## src/rtl/usart_seq_pkg.sv

```systemverilog
package usart_seq_pkg;

    // Access phase of the sequencer; the encoding is visible on the phase port.
    typedef enum logic [1:0] {
        PH_MODE   = 2'd0,
        PH_SYNC_A = 2'd1,
        PH_SYNC_B = 2'd2,
        PH_RUN    = 2'd3
    } seq_phase_e;

    // Field positions the sequencer decodes.
    localparam int unsigned FACTOR_LSB      = 0;
    localparam int unsigned FACTOR_MSB      = 1;
    localparam int unsigned SINGLE_SYNC_BIT = 7;
    localparam int unsigned SOFT_RST_BIT    = 6;

    // Index of each control register in the register bank.
    localparam int unsigned CREG_MODE   = 0;
    localparam int unsigned CREG_SYNC_A = 1;
    localparam int unsigned CREG_SYNC_B = 2;
    localparam int unsigned CREG_CMD    = 3;
    localparam int unsigned CREG_NUM    = 4;

endpackage

```

## src/rtl/usart_wr_edge.sv

```systemverilog
module usart_wr_edge (
    input  logic clk,
    input  logic rst,
    input  logic chip_sel,
    input  logic wr_stb,
    input  logic cd_sel,
    output logic ctl_acc,
    output logic dat_acc
);
    logic stb_d;
    logic stb_rise;

    always_ff @(posedge clk) begin
        if (rst) stb_d <= 1'b0;
        else     stb_d <= wr_stb;
    end

    assign stb_rise = wr_stb & ~stb_d;
    assign ctl_acc  = stb_rise & chip_sel & cd_sel;
    assign dat_acc  = stb_rise & chip_sel & ~cd_sel;


    no_double_accept_chk: assert property (@(posedge clk) disable iff (rst)
        (ctl_acc || dat_acc) |=> !(ctl_acc || dat_acc));

endmodule

```

## src/rtl/usart_seq_fsm.sv

```systemverilog
module usart_seq_fsm
    import usart_seq_pkg::*;
#(
    parameter int unsigned DATA_W = 8
) (
    input  logic              clk,
    input  logic              rst,
    input  logic              ctl_acc,
    input  logic              dat_acc,
    input  logic [DATA_W-1:0] wdata,
    input  logic              mode_single,
    output seq_phase_e        state,
    output logic [CREG_NUM-1:0] creg_ld,
    output logic              dout_ld
);
    seq_phase_e nxt;
    logic       lsb_sync;
    logic       soft_rst;

    assign lsb_sync = (wdata[FACTOR_MSB:FACTOR_LSB] == 2'b00);
    assign soft_rst = wdata[SOFT_RST_BIT];

    // State register
    always_ff @(posedge clk) begin
        if (rst) state <= PH_MODE;
        else     state <= nxt;
    end

    // Next state
    always_comb begin
        nxt = state;
        unique case (state)
            PH_MODE:   if (ctl_acc) nxt = lsb_sync ? PH_SYNC_A : PH_RUN;
            PH_SYNC_A: if (ctl_acc) nxt = mode_single ? PH_RUN : PH_SYNC_B;
            PH_SYNC_B: if (ctl_acc) nxt = PH_RUN;
            PH_RUN:    if (ctl_acc && soft_rst) nxt = PH_MODE;
            default:   nxt = PH_MODE;
        endcase
    end

    // Load enables
    always_comb begin
        creg_ld = '0;
        dout_ld = 1'b0;
        unique case (state)
            PH_MODE:   creg_ld[CREG_MODE]   = ctl_acc;
            PH_SYNC_A: creg_ld[CREG_SYNC_A] = ctl_acc;
            PH_SYNC_B: creg_ld[CREG_SYNC_B] = ctl_acc;
            PH_RUN: begin
                creg_ld[CREG_CMD] = ctl_acc & ~soft_rst;
                dout_ld           = dat_acc;
            end
            default: ;
        endcase
    end


    async_skip_chk: assert property (@(posedge clk) disable iff (rst)
        (state == PH_MODE && ctl_acc && wdata[FACTOR_MSB:FACTOR_LSB] != 2'b00)
        |=> state == PH_RUN);


    two_sync_chk: assert property (@(posedge clk) disable iff (rst)
        (state == PH_SYNC_A && ctl_acc && !mode_single) |=> state == PH_SYNC_B);


    one_sync_chk: assert property (@(posedge clk) disable iff (rst)
        (state == PH_SYNC_A && ctl_acc && mode_single) |=> state == PH_RUN);


    soft_reset_chk: assert property (@(posedge clk) disable iff (rst)
        (state == PH_RUN && ctl_acc && wdata[SOFT_RST_BIT]) |=> state == PH_MODE);


    data_phase_hold_chk: assert property (@(posedge clk) disable iff (rst)
        (state != PH_RUN && dat_acc && !ctl_acc) |=> $stable(state));

endmodule

```

## src/rtl/usart_seq_regs.sv

```systemverilog
module usart_seq_regs
    import usart_seq_pkg::*;
#(
    parameter int unsigned DATA_W = 8
) (
    input  logic                clk,
    input  logic                rst,
    input  logic [CREG_NUM-1:0] creg_ld,
    input  logic                dout_ld,
    input  logic                dat_acc,
    input  seq_phase_e          phase,
    input  logic [DATA_W-1:0]   wdata,
    output logic [DATA_W-1:0]   mode_q,
    output logic [DATA_W-1:0]   sync_a_q,
    output logic [DATA_W-1:0]   sync_b_q,
    output logic [DATA_W-1:0]   cmd_q,
    output logic [DATA_W-1:0]   dout_q,
    output logic                dout_load
);
    logic [DATA_W-1:0] bank [CREG_NUM];

    for (genvar g = 0; g < CREG_NUM; g++) begin : g_creg
        always_ff @(posedge clk) begin
            if (rst)             bank[g] <= '0;
            else if (creg_ld[g]) bank[g] <= wdata;
        end
    end

    assign mode_q   = bank[CREG_MODE];
    assign sync_a_q = bank[CREG_SYNC_A];
    assign sync_b_q = bank[CREG_SYNC_B];
    assign cmd_q    = bank[CREG_CMD];

    always_ff @(posedge clk) begin
        if (rst) begin
            dout_q    <= '0;
            dout_load <= 1'b0;
        end else begin
            dout_load <= dout_ld;
            if (dout_ld) dout_q <= wdata;
        end
    end


    mode_load_chk: assert property (@(posedge clk) disable iff (rst)
        (phase == PH_MODE && creg_ld[CREG_MODE]) |=> mode_q == $past(wdata));


    cmd_hold_chk: assert property (@(posedge clk) disable iff (rst)
        (phase != PH_RUN) |=> $stable(cmd_q));


    dout_pulse_chk: assert property (@(posedge clk) disable iff (rst)
        dout_load |=> !dout_load);


    early_data_chk: assert property (@(posedge clk) disable iff (rst)
        (dat_acc && phase != PH_RUN) |=> (!dout_load && $stable(dout_q)));

endmodule

```

## src/rtl/usart_wr_seq.sv

```systemverilog
module usart_wr_seq
    import usart_seq_pkg::*;
#(
    parameter int unsigned DATA_W = 8
) (
    input  logic              clk,
    input  logic              rst,
    input  logic              chip_sel,
    input  logic              wr_stb,
    input  logic              cd_sel,
    input  logic [DATA_W-1:0] wdata,
    output logic [DATA_W-1:0] mode_q,
    output logic [DATA_W-1:0] sync_a_q,
    output logic [DATA_W-1:0] sync_b_q,
    output logic [DATA_W-1:0] cmd_q,
    output logic [DATA_W-1:0] dout_q,
    output logic              dout_load,
    output logic [1:0]        phase
);
    logic                ctl_acc;
    logic                dat_acc;
    seq_phase_e          state;
    logic [CREG_NUM-1:0] creg_ld;
    logic                dout_ld;

    usart_wr_edge u_edge (
        .clk      (clk),
        .rst      (rst),
        .chip_sel (chip_sel),
        .wr_stb   (wr_stb),
        .cd_sel   (cd_sel),
        .ctl_acc  (ctl_acc),
        .dat_acc  (dat_acc)
    );

    usart_seq_fsm #(.DATA_W(DATA_W)) u_fsm (
        .clk         (clk),
        .rst         (rst),
        .ctl_acc     (ctl_acc),
        .dat_acc     (dat_acc),
        .wdata       (wdata),
        .mode_single (mode_q[SINGLE_SYNC_BIT]),
        .state       (state),
        .creg_ld     (creg_ld),
        .dout_ld     (dout_ld)
    );

    usart_seq_regs #(.DATA_W(DATA_W)) u_regs (
        .clk       (clk),
        .rst       (rst),
        .creg_ld   (creg_ld),
        .dout_ld   (dout_ld),
        .dat_acc   (dat_acc),
        .phase     (state),
        .wdata     (wdata),
        .mode_q    (mode_q),
        .sync_a_q  (sync_a_q),
        .sync_b_q  (sync_b_q),
        .cmd_q     (cmd_q),
        .dout_q    (dout_q),
        .dout_load (dout_load)
    );

    assign phase = state;


    no_select_chk: assert property (@(posedge clk) disable iff (rst)
        (!chip_sel) |=> ($stable(phase) && $stable(cmd_q) && !dout_load));

endmodule

```

## config.mk

```make
export PLATFORM = sky130hd
export DESIGN_NAME = usart_wr_seq
export DESIGN_NICKNAME = d
export VERILOG_FILES = /design/src/rtl/usart_seq_pkg.sv /design/src/rtl/usart_wr_edge.sv /design/src/rtl/usart_seq_fsm.sv /design/src/rtl/usart_seq_regs.sv /design/src/rtl/usart_wr_seq.sv
export SDC_FILE = /design/constraint.sdc
export NUM_CORES = 1
export LEC_CHECK = 0
export ABC_AREA = 1
export BUFFER_PORTS_ARGS = -buffer_cell sky130_fd_sc_hd__clkbuf_2
export CORE_ASPECT_RATIO = 0.5
export CORE_MARGIN = 5
export CORE_UTILIZATION = 50
export CTS_BUF_LIST = sky130_fd_sc_hd__clkbuf_4 sky130_fd_sc_hd__clkbuf_8 sky130_fd_sc_hd__clkbuf_16
export CTS_CLUSTER_SIZE = 28
export DETAILED_ROUTE_END_ITERATION = 6
export PLACE_DENSITY = 0.89
export SETUP_SLACK_MARGIN = 0.1
export SLEW_MARGIN = 20
export SYNTH_ARGS = -nofsm -noshare
export SYNTH_HDL_FRONTEND = slang
export SYNTH_SLANG_ARGS = --single-unit
```

## constraint.sdc

```tcl
create_clock -name clk -period 2.3 [get_ports clk]
set_input_delay 0.69 -clock clk [delete_from_list [all_inputs] [get_ports clk]]
set_output_delay 0.69 -clock clk [all_outputs]
set_load 0.02 [all_outputs]
```

==> impl_metrics.yaml <==
run_status:
  outcome: "complete, no violations"
clocking:
  cts_buffers: 5
  cts.path.max_buffers: 2
  clockRootBuffer: "clkbuf_8"
  htree_levels: 2
  cts_tree: "built"
  ctsResizeCount: 0
  cts_setup_buffers: 0
  clock-sinks: 44
  path_clk_slew_ns: 0.07
  cts_hold_buffers: 0
  clk_latency_ns: 0.30
floorplanning:
  core_mm2: 0.00343
  ios: 56
  dieArea_mm2: 0.00494
  die_h_um: 52.2
  initial_core_util_pct: 51.9
  dieWidth_um: 94.5
  rows: 15
cells_and_area:
  synthToLayoutAreaGrowth_pct: 24.5
  n_antenna_cell: 0
  fillCellCount: 245
  final_layout_size_suffix_gt1_share_pct: 31.3
  num-nets-final: 250
routing:
  drc: 0
  first_pass_iters: 4
  viasPerCell: 4.74
  drtIter0Drc: 86
  avgRoutedWirePerCell_um: 13.4
  via_count: 1346
  ant_nets: 0
  wl_um: 3810
pwr:
  power.total_mw: 1.89
  sw_frac_of_total_pct: 31.6
  p_seq_share_pct: 49.8
  vdd_ir_drop_max_v: 0.000416
  power_density_mw_per_mm2: 851
  p_comb_share_pct: 23.2
  leakage_nw: 1.04
  p_clk_share_pct: 27.0
  p_int_mw: 1.29
  p_sw_mw: 0.597
worst_hold_path:
  worstHoldStart: "u_regs.dout_q[0]"
  min_to: "u_regs.dout_q[0]"
  min_path_cells: 2
  min_path_type: "reg2reg"
setup_path:
  crit_family: "buffers and inverters"
  startpoint_type: "input port"
  crit_buf_inv: 2
  path_max_fanout: 14
  ff2ff_setup_slack_ns: 0.69
  path_cells: "clkbuf_2 > clkinv_1 > nand2_1"
  crit_slowest_cell: "nand2_1"
  cp_data_required_time_ns: 2.27
  crit_type: "in2reg"
  end_kind: "register"
  worstRegToRegCells: 6
  rr_startpoint: "u_fsm.state[1]"
  max_stage_delay_ns: 0.44
  worstPathArrival_ns: 1.57
  r2r_end: "u_regs.dout_q[4]"
yosys:
  synth.top_cell.area_share_pct: 53.9
  synth_seq_cells: 44
  avgSynthCellArea_um2: 10.5
  synth.area.top_cells: "edfxtp_1, dfxtp_1, nor2_1"
  synth_cells: 170
  synth_nets: 188
  synth_area_mm2: 0.00178
  seq_area_frac_synth_pct: 67.3
  yosysTopAreaCell: "edfxtp_1"
  yosys_warnings: 0
  ys_types: 20
flow_run:
  cap_violations: 0
timing:
  relSlewSlack_pct: 61.0
  fin_skew_ns: 0.00829
  finalCriticalPeriod_ns: 1.61
  fin_setup_tns_ns: 0
  fmax_mhz: 622
  finalSetupViolations: 0
  fin_crit_sh_pct: 69.9
  finalHoldViolCount: 0
  grt_setup_unrepaired: "no"
  tightestPinTransition_ns: 0.583
  drv_slew: 0
global_routing:
  grt_pass1_wl_um: 5960
  grt_overflow: 0
  antenna_found_initial: 0
  grt_pass1_vias: 1291
  grt_max_degree: 17
  grtUsageTotal_pct: 16.8
placed_design:
  gp_congestion: 0.822
  port_buffers: 55
  hpwl_um: 2820
-- per-stage QoR --
stage | instance area, um^2 | setup slack, ns | std cells | util (%) | hold WS (ns)
floorplan | 1780 | 0.326 | 170 | - | 0.540
global placement | 2120 | 0.445 | 276 | 61.8 | 0.471
detailed placement | 2120 | 0.384 | 276 | 61.8 | 0.471
CTS | 2220 | 0.681 | 284 | 64.7 | 0.487
global route | 2220 | 0.529 | 284 | 64.7 | 0.514
finish | 2220 | 0.691 | 284 | 64.7 | 0.487
-- cell families (layout without fill, tap and decap cells) --
group           Yosys count  count (layout)  synth area share [%]
buf+inv                  21              84                  5.05
simple gates             95              95                  22.8
flops                    44              44                  67.3
compound gates            4               4                  1.12
fa+ha+maj                 5               5                  3.51
other cells               1               1                 0.210
-- flip-flops by register name (all words and copies together) (netlist names) --
name              cells
u_edge.stb_d          1
u_fsm.state           2
u_regs.bank          32
u_regs.dout_load      1
u_regs.dout_q         8
-- metal layers --
| metal | global-route usage (%) | wire length, um | up-vias |
|---|---|---|---|
| met5 | 0 | 0 | - |
| met2 | 30.8 | 1910 | 53 |
| met3 | 5.45 | 309 | 13 |
| met1 | 16.6 | 1440 | 610 |
| met4 | 11.0 | 146 | 0 |
| li1 | - | - | 670 |
-- worst reg2reg max path, cell delays in order (launching register included) --
cell     delay (ns)
dfxtp_1        0.42
ha_1           0.25
inv_2          0.08
nor3_4         0.50
nand2_1        0.13
nand2_1        0.10
nor2_1         0.04
-- worst max path at each step --
stage / startpoint / endpoint / depth (start not counted)
2_1_floorplan: wdata[6] / u_regs.bank[3][0] / 3
3_3_place_gp: rst / u_regs.bank[2][3] / 3
3_5_place_dp: rst / u_regs.bank[1][5] / 3
4_1_cts: u_fsm.state[1] / phase[1] / 1
5_1_grt: u_fsm.state[1] / u_regs.dout_q[4] / 6
6_report: rst / u_regs.bank[2][6] / 3
-- cell usage after synthesis --
cell type / n
a21oi_1: 2
buf_4: 1
buf_6: 1
clkbuf_1: 1
clkinv_1: 1
conb_1: 1
dfxtp_1: 12
edfxtp_1: 32
ha_1: 5
inv_1: 15
inv_2: 2
nand2_1: 27
nand3_1: 4
nand3_2: 3
nand4_1: 1
nand4_2: 1
nor2_1: 57
nor3_4: 1
nor4_1: 1
o21ai_0: 2
-- placed cells by master, fill, tap and decap left out, types with 2 or more instances in the layout --
| cell type | n |
|---|---|
| nor2_1 | 57 |
| clkbuf_2 | 55 |
| edfxtp_1 | 32 |
| nand2_1 | 27 |
| inv_1 | 15 |
| dfxtp_1 | 12 |
| clkbuf_8 | 6 |
| ha_1 | 5 |
| nand3_1 | 4 |
| nand3_2 | 3 |
| buf_4 | 3 |
| o21ai_0 | 2 |
| inv_2 | 2 |
| a21oi_1 | 2 |
| clkinvlp_4 | 2 |
-- area by class of cell --
type	instances	area [um^2]	share of cell area [%]
sequential	44	1200	54.1
multi-input combinational	105	493	22.2
timing repair buffer	58	298	13.4
clock buffer	6	82.6	3.72
inverter	18	67.6	3.04
tap	51	63.8	2.87
clock inverter	2	15.0	0.676
-- power by group through the flow --
stage	sequential [mW]	clock (mW)	combinational, mW
after floorplan	1.02	0	0.249
after global placement	0.960	0	0.419
after detailed placement	0.962	0	0.438
after CTS	0.943	0.512	0.441
after global routing	0.949	0.549	0.488
final	0.942	0.511	0.438
Power figures use the tool's default switching activity.
